$ cat src/rtl/smul_pkg.sv
package smul_pkg;

    localparam int DATA_W  = 16;
    localparam int SLICE_W = 8;
    localparam int NSLICE  = DATA_W / SLICE_W;
    localparam int NPASS   = NSLICE * NSLICE;
    localparam int PASS_W  = (NPASS > 1) ? $clog2(NPASS) : 1;
    localparam int PROD_W  = 2 * DATA_W;
    localparam int PP_W    = 2 * SLICE_W;

    typedef logic [DATA_W-1:0]  word_t;
    typedef logic [PROD_W-1:0]  prod_t;
    typedef logic [SLICE_W-1:0] slice_t;
    typedef logic [PP_W-1:0]    pp_t;
    typedef logic [PASS_W-1:0]  pass_t;

    typedef enum logic [1:0] {
        ST_IDLE = 2'd0,
        ST_RUN  = 2'd1,
        ST_FIN  = 2'd2
    } mstate_e;

    typedef struct packed {
        word_t hi;
        word_t lo;
        logic  s;
        logic  cy;
        logic  z;
        logic  clash;
    } mres_t;

    // Byte index of operand A for a given pass
    function automatic int a_slice(pass_t idx);
        return int'(idx) % NSLICE;
    endfunction

    // Byte index of operand B for a given pass
    function automatic int b_slice(pass_t idx);
        return int'(idx) / NSLICE;
    endfunction

    // Place a partial product at its weight
    function automatic prod_t place_pp(pp_t pp, pass_t idx);
        int sh;
        sh = (a_slice(idx) + b_slice(idx)) * SLICE_W;
        return prod_t'(pp) << sh;
    endfunction

    // Turn the unsigned product sum into the signed product (mod 2^PROD_W)
    function automatic prod_t sign_fix(prod_t raw, word_t a, word_t b);
        prod_t r;
        r = raw;
        if (a[DATA_W-1]) r = r - {b, {DATA_W{1'b0}}};
        if (b[DATA_W-1]) r = r - {a, {DATA_W{1'b0}}};
        return r;
    endfunction

    function automatic mres_t make_result(prod_t p, logic clash);
        mres_t r;
        r.hi    = p[PROD_W-1:DATA_W];
        r.lo    = p[DATA_W-1:0];
        r.s     = p[PROD_W-1];
        r.cy    = p[DATA_W-1];
        r.z     = (p[PROD_W-1:DATA_W] == '0);
        r.clash = clash;
        return r;
    endfunction

endpackage

$ cat src/rtl/smul_mul8.sv
module smul_mul8
    import smul_pkg::*;
(
    input  slice_t x,
    input  slice_t y,
    output pp_t    p
);
    assign p = pp_t'(x) * pp_t'(y);
endmodule

$ cat src/rtl/smul_ctrl.sv
module smul_ctrl
    import smul_pkg::*;
#(
    parameter int SLOW_EXTRA = 1
) (
    input  logic  clk,
    input  logic  rst,
    input  logic  start,
    input  logic  slow_mode,
    output logic  busy,
    output logic  load,
    output logic  step,
    output pass_t pass_idx,
    output logic  finish
);
    localparam int WAIT_W = (SLOW_EXTRA > 0) ? $clog2(SLOW_EXTRA + 1) : 1;
    localparam logic [WAIT_W-1:0] WAIT_SLOW = WAIT_W'(SLOW_EXTRA);

    mstate_e           state_q;
    pass_t             pass_q;
    logic [WAIT_W-1:0] wait_q;
    logic              slow_q;
    logic              pass_due;

    assign pass_due = (wait_q == (slow_q ? WAIT_SLOW : '0));
    assign busy     = (state_q != ST_IDLE);
    assign load     = (state_q == ST_IDLE) && start;
    assign step     = (state_q == ST_RUN) && pass_due;
    assign finish   = (state_q == ST_FIN);
    assign pass_idx = pass_q;

    always_ff @(posedge clk) begin
        if (rst) begin
            state_q <= ST_IDLE;
            pass_q  <= '0;
            wait_q  <= '0;
            slow_q  <= 1'b0;
        end else begin
            unique case (state_q)
                ST_IDLE: begin
                    if (start) begin
                        state_q <= ST_RUN;
                        pass_q  <= '0;
                        wait_q  <= '0;
                        slow_q  <= slow_mode;
                    end
                end
                ST_RUN: begin
                    if (pass_due) begin
                        wait_q <= '0;
                        if (pass_q == pass_t'(NPASS - 1)) begin
                            state_q <= ST_FIN;
                        end else begin
                            pass_q <= pass_q + 1'b1;
                        end
                    end else begin
                        wait_q <= wait_q + 1'b1;
                    end
                end
                ST_FIN:  state_q <= ST_IDLE;
                default: state_q <= ST_IDLE;
            endcase
        end
    end
endmodule

$ cat src/rtl/smul_acc.sv
module smul_acc
    import smul_pkg::*;
#(
    parameter int REG_IDX_W  = 4,
    parameter int LO_REG_IDX = 4
) (
    input  logic                 clk,
    input  logic                 rst,
    input  logic                 load,
    input  word_t                a_in,
    input  word_t                b_in,
    input  logic [REG_IDX_W-1:0] dst_in,
    input  logic                 step,
    input  pass_t                pass_idx,
    input  logic                 finish,
    output mres_t                res,
    output logic                 done
);
    word_t a_q, b_q;
    prod_t acc_q;
    logic  clash_q;
    slice_t xs, ys;
    pp_t    pp;

    assign xs = a_q[a_slice(pass_idx)*SLICE_W +: SLICE_W];
    assign ys = b_q[b_slice(pass_idx)*SLICE_W +: SLICE_W];

    smul_mul8 u_mul (
        .x (xs),
        .y (ys),
        .p (pp)
    );

    always_ff @(posedge clk) begin
        if (rst) begin
            a_q     <= '0;
            b_q     <= '0;
            acc_q   <= '0;
            clash_q <= 1'b0;
            res     <= '0;
            done    <= 1'b0;
        end else begin
            done <= finish;
            if (load) begin
                a_q     <= a_in;
                b_q     <= b_in;
                acc_q   <= '0;
                clash_q <= (dst_in == REG_IDX_W'(LO_REG_IDX));
            end else if (step) begin
                acc_q <= acc_q + place_pp(pp, pass_idx);
            end
            if (finish) begin
                res <= make_result(sign_fix(acc_q, a_q, b_q), clash_q);
            end
        end
    end
endmodule

$ cat src/rtl/smul16_seq.sv
module smul16_seq
    import smul_pkg::*;
#(
    parameter int REG_IDX_W  = 4,
    parameter int LO_REG_IDX = 4,
    parameter int SLOW_EXTRA = 1
) (
    input  logic                 clk,
    input  logic                 rst,
    input  logic                 start,
    input  logic [DATA_W-1:0]    op_a,
    input  logic [DATA_W-1:0]    op_b,
    input  logic                 slow_mode,
    input  logic [REG_IDX_W-1:0] dst_sel,
    output logic                 busy,
    output logic                 done,
    output logic [DATA_W-1:0]    prod_hi,
    output logic [DATA_W-1:0]    prod_lo,
    output logic                 flag_s,
    output logic                 flag_cy,
    output logic                 flag_z,
    output logic                 dst_clash,
    output logic                 prefix_clr
);
    logic  load, step, finish;
    pass_t pass_idx;
    mres_t res;

    smul_ctrl #(.SLOW_EXTRA(SLOW_EXTRA)) u_ctrl (
        .clk       (clk),
        .rst       (rst),
        .start     (start),
        .slow_mode (slow_mode),
        .busy      (busy),
        .load      (load),
        .step      (step),
        .pass_idx  (pass_idx),
        .finish    (finish)
    );

    smul_acc #(.REG_IDX_W(REG_IDX_W), .LO_REG_IDX(LO_REG_IDX)) u_acc (
        .clk      (clk),
        .rst      (rst),
        .load     (load),
        .a_in     (op_a),
        .b_in     (op_b),
        .dst_in   (dst_sel),
        .step     (step),
        .pass_idx (pass_idx),
        .finish   (finish),
        .res      (res),
        .done     (done)
    );

    assign prod_hi    = res.hi;
    assign prod_lo    = res.lo;
    assign flag_s     = res.s;
    assign flag_cy    = res.cy;
    assign flag_z     = res.z;
    assign dst_clash  = res.clash;
    assign prefix_clr = done;
endmodule

$ cat config.mk
export PLATFORM = sky130hd
export DESIGN_NAME = smul16_seq
export DESIGN_NICKNAME = d
export VERILOG_FILES = /design/src/rtl/smul_pkg.sv /design/src/rtl/smul_mul8.sv /design/src/rtl/smul_ctrl.sv /design/src/rtl/smul_acc.sv /design/src/rtl/smul16_seq.sv
export SDC_FILE = /design/constraint.sdc
export NUM_CORES = 1
export LEC_CHECK = 0
export BUFFER_PORTS_ARGS = -buffer_cell sky130_fd_sc_hd__buf_2
export CORE_MARGIN = 2
export CORE_UTILIZATION = 45
export DETAILED_ROUTE_END_ITERATION = 6
export GPL_TIMING_DRIVEN = 0
export PLACE_DENSITY = 0.66
export SYNTH_ARGS = -nofsm -noshare
export SYNTH_HDL_FRONTEND = slang
export SYNTH_SLANG_ARGS = --single-unit
$ cat constraint.sdc
create_clock -name clk -period 10.7 [get_ports clk]
set_clock_uncertainty 0.2 [all_clocks]
set_input_delay 1.605 -clock clk [delete_from_list [all_inputs] [get_ports clk]]
set_output_delay 1.605 -clock clk [all_outputs]
set_load 0.02 [all_outputs]
# After elaboration in Yosys (flattened, before gate mapping)
# Index checks and enable logic that the tools add are counted.
dict set report classes {
  n_reduce_logical 11
  add_sub_neg 6
  eq_ne 9
  n_mux 18
  shifts 3
  mul 1
}
# operator n
set op_table {}
lappend op_table {{32-bit two-way mux} 6}
lappend op_table {{32-bit subtractor} 2}
lappend op_table {{32-bit adder} 1}
lappend op_table {{16-bit by 5-bit indexed part select with 8-bit output} 2}
lappend op_table {{16-bit by 32-bit left shift with 32-bit output} 1}
lappend op_table {{16-bit logical NOT} 1}
lappend op_table {{8-bit by 8-bit multiplier with 16-bit output} 1}
lappend op_table {{2-bit two-way mux} 6}
lappend op_table {{2-bit one-hot mux with 2 select lines} 2}
lappend op_table {{2-bit inequality test (second input constant)} 3}
lappend op_table {{2-bit equality test (second input constant)} 2}
lappend op_table {{4-bit by 3-bit equality test with 1-bit output (second input constant)} 1}
lappend op_table {{2-bit AND reduction} 2}
lappend op_table {{4-bit AND reduction} 1}
lappend op_table {{2-bit nonzero test} 2}
lappend op_table {{1-bit two-way mux} 3}
lappend op_table {{3-bit AND reduction} 1}
lappend op_table {{1-bit by 1-bit adder with 2-bit output} 1}
lappend op_table {{2-bit by 1-bit adder with 2-bit output (second input constant)} 1}
lappend op_table {{2-bit by 1-bit equality test with 1-bit output (second input constant)} 1}
lappend op_table {{1-bit logical AND} 2}
lappend op_table {{2-bit logical NOT} 1}
lappend op_table {{2-bit by 1-bit inequality test with 1-bit output (second input constant)} 1}
lappend op_table {{1-bit one-hot mux with 2 select lines} 1}
lappend op_table {{other kinds (3)} 3}
dict set report word_totals {
  inputBits 40
  word_cells 63
  reg_bits 108
  output_inout_bits 39
}

# Depth between registers and ports, before layout
dict set report logic_depth {
  depth_word 9
  mapped_depth 31
  mapped_depth_nobuf 30
}

# Cells and area by module
# A second synthesis with hierarchy kept.
dict set report hier_totals {
  cells_unflattened 1169
  area_unflattened_um2 9678.0
}
# module instances cells_per_inst seq_area_each_um2 area_per_inst_um2
set modules_own_cells {}
lappend modules_own_cells {smul_acc 1 897 2001.9 7248.2}
lappend modules_own_cells {smul_mul8 1 243 0.0 2125.8}
lappend modules_own_cells {smul_ctrl 1 28 120.1 296.5}
lappend modules_own_cells {smul16_seq 1 1 0.0 7.5}

# Worst setup path before layout
# Ideal clock, no wire load.
dict set report synth_path {
  path_type {register -> register}
  from {register u_acc.b_q[15]}
  to {register u_acc.acc_q[31]}
  setup_slack_ps 3282
  arrival_time_ps 7148
  setup_ps 71
  n_path_buf 2
  stages_incl_launch_ff 31
  required_time_ps 10429
  synth_period_minus_slack_ps 7418
  path_cell_list {dfxtp_1 > clkbuf_1 > buf_1 > mux2i_1 > or2_2 > fa_1 > inv_1 > fa_1 > fa_1 > inv_1 > fa_1 > inv_1 > ha_1 > or3_1 > o21ai_2 > a211oi_2 > or3_1 > nand2_1 > xnor2_1 > nor2_1 > a31oi_1 > nor2_1 > ha_1 > a21oi_1 > o21ai_1 > a221o_1 > o21ai_1 > a311oi_2 > o31a_1 > or4_1 > a21oi_1}
}
dict set report synth_via {
  elab_chain_cells 4
}
# item line_no
set synth_lines {}
lappend synth_lines {{start, declared} smul_acc.sv:19} ;# word_t a_q, b_q;
lappend synth_lines {{start signal, assigned} smul_acc.sv:46} ;# b_q <= b_in;
lappend synth_lines {{16-bit by 5-bit indexed part select with 8-bit output} smul_acc.sv:26} ;# assign ys = b_q[b_slice(pass_idx)*SLICE_W +: SLICE_W];
lappend synth_lines {{8-bit by 8-bit multiplier with 16-bit output} smul_mul8.sv:8} ;# assign p = pp_t'(x) * pp_t'(y);
lappend synth_lines {{16-bit by 32-bit left shift with 32-bit output} smul_pkg.sv:46} ;# return prod_t'(pp) << sh;
lappend synth_lines {{32-bit adder} smul_acc.sv:50} ;# acc_q <= acc_q + place_pp(pp, pass_idx);
lappend synth_lines {{end signal, assigned} smul_acc.sv:50}
lappend synth_lines {{end, declared} smul_acc.sv:20} ;# prod_t acc_q;
# No other way between the ends.
# A chain may end at the register's enable or synchronous reset.

# Worst setup path in the final report
dict set report layout_path {
  from {register u_ctrl.pass_q[0] (netlist: u_ctrl.pass_idx[0])}
  to {register u_acc.acc_q[31]}
}
dict set report layout_via {
  elab_chain_cells 4
  word_cells_on_any_way 5
  classes_between {2 x add/sub; 1 x mul; 2 x shift}
}
# item line_no
set layout_lines {}
lappend layout_lines {{start, declared} smul_ctrl.sv:20} ;# pass_t pass_q;
lappend layout_lines {{start signal, assigned} smul_ctrl.sv:54} ;# pass_q <= pass_q + 1'b1;
lappend layout_lines {{16-bit by 5-bit indexed part select with 8-bit output} smul_acc.sv:25} ;# assign xs = a_q[a_slice(pass_idx)*SLICE_W +: SLICE_W];
lappend layout_lines {{8-bit by 8-bit multiplier with 16-bit output} smul_mul8.sv:8}
lappend layout_lines {{16-bit by 32-bit left shift with 32-bit output *} smul_pkg.sv:46}
lappend layout_lines {{32-bit adder *} smul_acc.sv:50}
# Every way passes the cells marked *; elsewhere a longest branch is shown, timed or not.

==> impl.org <==
** Cells and area
- Area growth syn-to-layout :: 10.6%
- Share of final-layout standard cells stronger than drive strength 1 :: 0.0979
- In the layout the commonest cells are 184 x nand2_1, 132 x nor2_1, 131 x a21oi_1.
- The net count of the finished layout is roughly 1,500.
- Count of inserted antenna diode cells :: 0
- Final design area excluding fillers :: 10,700 µm²
- The library cell used most frequently in the layout, excluding fill and tap cells, is nand2_1.
- At the end of the flow the core is filled with cells to 0.508.
- Fill count :: approximately 2,100

** STA
- For the pin with the worst max-slew slack, the measured transition is 1110 ps.
- Setup repair after global routing left no endpoint under its margin.
- Dividing the final minimum period by the clock period gives 0.805.
- Final slew viol count :: 0
- The worst pin sits at a relative slew slack of 0.240.
- Based on the critical path, the design can be clocked at up to around 120 MHz.
- Summed over all failing endpoints, the final setup total negative slack is 0 ps.
- The routed design could run at a clock period as short as 8620 ps.
- Setup-failing EPs final :: 0
- Hold is met by 250 ps.
- The final count of hold timing violations was 0.

** Route
- Total Wirelength :: 27,900 µm
- Summing over every cut layer, the via total after detailed routing is 9,125.
- Before antenna repair, the detailed router went through 5 iterations.
- The detail route stage leaves a number of antenna-violating nets equal to 0.
- Using the TritonRoute via totals, the vias-per-cell ratio works out to 5.58.
- After detailed routing, the number of remaining DRC violations is 0.
- The detailed router finished its first iteration with 570 violations.
- Average wire per standard cell :: 17.1 µm

** Synth
- For this run, the register share of the synthesized area comes to 0.220.
- Yosys warns :: 0
- The number of nets in the synthesized netlist is 1,444.
- Number of storage elements in the synthesis netlist :: 106
- Top flip-flop cell by instance count after synthesis :: dfxtp_1
- Synthesis instantiated 75 different standard cells from the library.
- Async set-reset flop share out of synthesis :: 0
- The average instance in the mapped netlist occupies 7.63 µm².
- Synth Cell Area :: 9660 µm²
- Counting flops with a built-in enable in the synthesized netlist gives 0.
- Synthesis produced 1,266 cells.

** Worst setup path
- Data on the critical path arrives at its endpoint at 8710 ps.
- Required arrival time at the worst endpoint :: 10,790 ps
- Count of cells along the worst register-to-register path :: 28
- The most numerous cell type found on the critical path is fa_1.
- Slack of the worst reg-to-reg path :: around 2100 ps
- Startpoint-to-endpoint class of the critical path :: flop to flop
- STA classifies the critical path endpoint as a flop.
- Of all nets on the critical path, the largest fanout is 10.
- On the critical path, the stage with the largest delay is an instance of mux2i_1.
- Startpoint kind of the worst setup timing path :: flop
- For this run, the slowest stage of the critical path takes 970 ps.

** Placed design
- Number of buffers added on ports :: 77
- Routability cong. :: 0.915
- Post-detailed-placement cell area :: 10,400 µm²
- After legalization and detailed placement, the total HPWL measured 22,400 µm.

** Clock tree
- Clock tree from TritonCTS :: yes
- The cell sitting at the root of the clock tree is a clkbuf_16.
- The clock passes through at most 2 buffers.
- In this run, CTS created clock tree buffers numbering 9.
- At the later pin of the worst-skew pair, clock insertion delay measures approximately 370 ps.
- Post-cts repair resize count :: 0
- After clock tree synthesis, the clock-pin slew on the worst setup and hold paths is about 80 ps.
- Clock net sink count :: 106
- CTS hold repair buffers :: 0
- In this run the number of H-tree levels came out at 3.
- Post-CTS setup-driven buffer insertion count :: 0

** Global route
- For this run, the total global-route usage over all layers was measured as 0.254.
- The number of antenna violations at the first check in global routing came to 0.
- The total overflow left after global routing is 0.
- Maximum number of pins on one net before global-route repair :: 19
- The number of global-route vias before repair came to 8,883.
- The first global-routing pass estimated approximately 45,000 µm of wire.

** Floorplan
- Die span in y :: 151 µm
- During I/O placement, the number of pins put on the boundary was 79.
- Die extent in x :: 151 µm
- Starting Density :: 0.460
- Total die area :: 22,700 µm²
- Row cnt :: 53
- Core region area :: 21,000 µm²

** Pwr
- Leak pwr :: 4.77 nW
- Peak VDD IR :: 0.0000730 V
- Power spread over the standard cell area amounts to between 90 and 100 nW/µm².

** Worst hold path
- The tightest min-delay check is of the flop to flop type.
- Cell depth of the worst min-delay path :: 2

** Run status
- The flow ran to the end, and the final reports show no timing, DRC or antenna violations.

** Flow run
- Across the run, the number of max-cap violations was 0.
[path summary, 6_finish.rpt]
kind                      to                from
max          u_acc.acc_q[31]  u_ctrl.pass_idx[0]
min            u_acc.res[14]       u_acc.res[14]
min reg2reg    u_acc.res[14]       u_acc.res[14]
max reg2reg  u_acc.acc_q[31]  u_ctrl.pass_idx[0]
[per-layer routing]
metal,routed length [µm],global-route usage,vias to the layer above
li1,-,-,4560
met1,12900,0.335,4318
met2,13000,0.425,194
met3,1010,0.0285,53
met4,1050,0.100,0
met5,0,0,-
[stage by stage]
| stage | power (mW) | worst slack (ps) | std cells |
|---|---|---|---|
| CTS | 1.02 | 2120 | 1634 |
| floorplan | 0.605 | 3280 | 1266 |
| global route | 1.06 | 1620 | 1634 |
| global placement | 0.673 | 2150 | 1618 |
| finish | 1.01 | 2080 | 1634 |
| detailed placement | 0.677 | 2150 | 1618 |
[critical path, delay by kind of cell, from the launching register on]
| kind | cells | cell delay [ps] |
|---|---|---|
| buffers and inverters | 3 | 680 |
| multiplexers | 1 | 970 |
| AO/OA/AOI/OAI | 10 | 1840 |
| XOR/XNOR | 1 | 170 |
| flip-flops | 1 | 350 |
| AND/OR/NAND/NOR | 7 | 1610 |
| adder cells (fa/ha/maj) | 6 | 2720 |
[where the power goes]
| part | internal [mW] | switching, mW | leakage [nW] |
|---|---|---|---|
| clock network | 0.174 | 0.168 | 0.144 |
| logic | 0.0964 | 0.164 | 3.77 |
| registers | 0.403 | 0.00828 | 0.859 |
[flip-flops by register name (all words and copies together) (netlist names)]
| name | flops |
|---|---|
| u_ctrl.state_q | 2 |
| u_ctrl.pass_idx | 2 |
| u_acc.res | 34 |
| u_ctrl.slow_q | 1 |
| u_acc.acc_q | 32 |
| u_acc.clash_q | 1 |
| u_acc.done | 1 |
| u_acc.a_q | 16 |
| u_acc.b_q | 16 |
| u_ctrl.wait_q | 1 |
[logic make-up (layout without fill, tap and decap cells)]
group,Yosys count,in the layout,share of synthesized area
xor gates and xnor gates,44,44,0.0399
muxes,35,35,0.0370
AOI/OAI and AO/OA,304,304,0.204
buffers and inverters,154,247,0.0619
and+or+nand+nor,485,485,0.229
adders and majority gates,138,138,0.209
DFF,106,106,0.220
[synth_stat cells (14+ instances only)]
cell type | count | area [µm²]
fa_1 | 39 | 781
a211oi_1 | 22 | 165
clkbuf_1 | 37 | 139
inv_1 | 103 | 387
dfxtp_1 | 106 | 2120
nor2_1 | 132 | 495
mux2i_1 | 29 | 290
xor2_1 | 16 | 140
or2_2 | 16 | 100
and3_1 | 14 | 87.6
nor3_1 | 32 | 160
nand3_1 | 31 | 155
a21oi_1 | 131 | 656
o21ai_0 | 28 | 140
nand2_1 | 184 | 691
a21o_1 | 24 | 180
xnor2_1 | 28 | 245
ha_1 | 99 | 1240
[layout make-up]
| class | count | area (µm²) | area share |
|---|---|---|---|
| Buffer | 51 | 211 | 0.0198 |
| Clock buffer | 11 | 253 | 0.0236 |
| Clock inverter | 5 | 45.0 | 0.00421 |
| Inverter | 103 | 387 | 0.0362 |
| Multi-Input combinational cell | 1006 | 6940 | 0.649 |
| Sequential cell | 106 | 2120 | 0.199 |
| Tap cell | 275 | 344 | 0.0322 |
| Timing Repair Buffer | 77 | 385 | 0.0361 |
(Power assumes the default switching activity.)
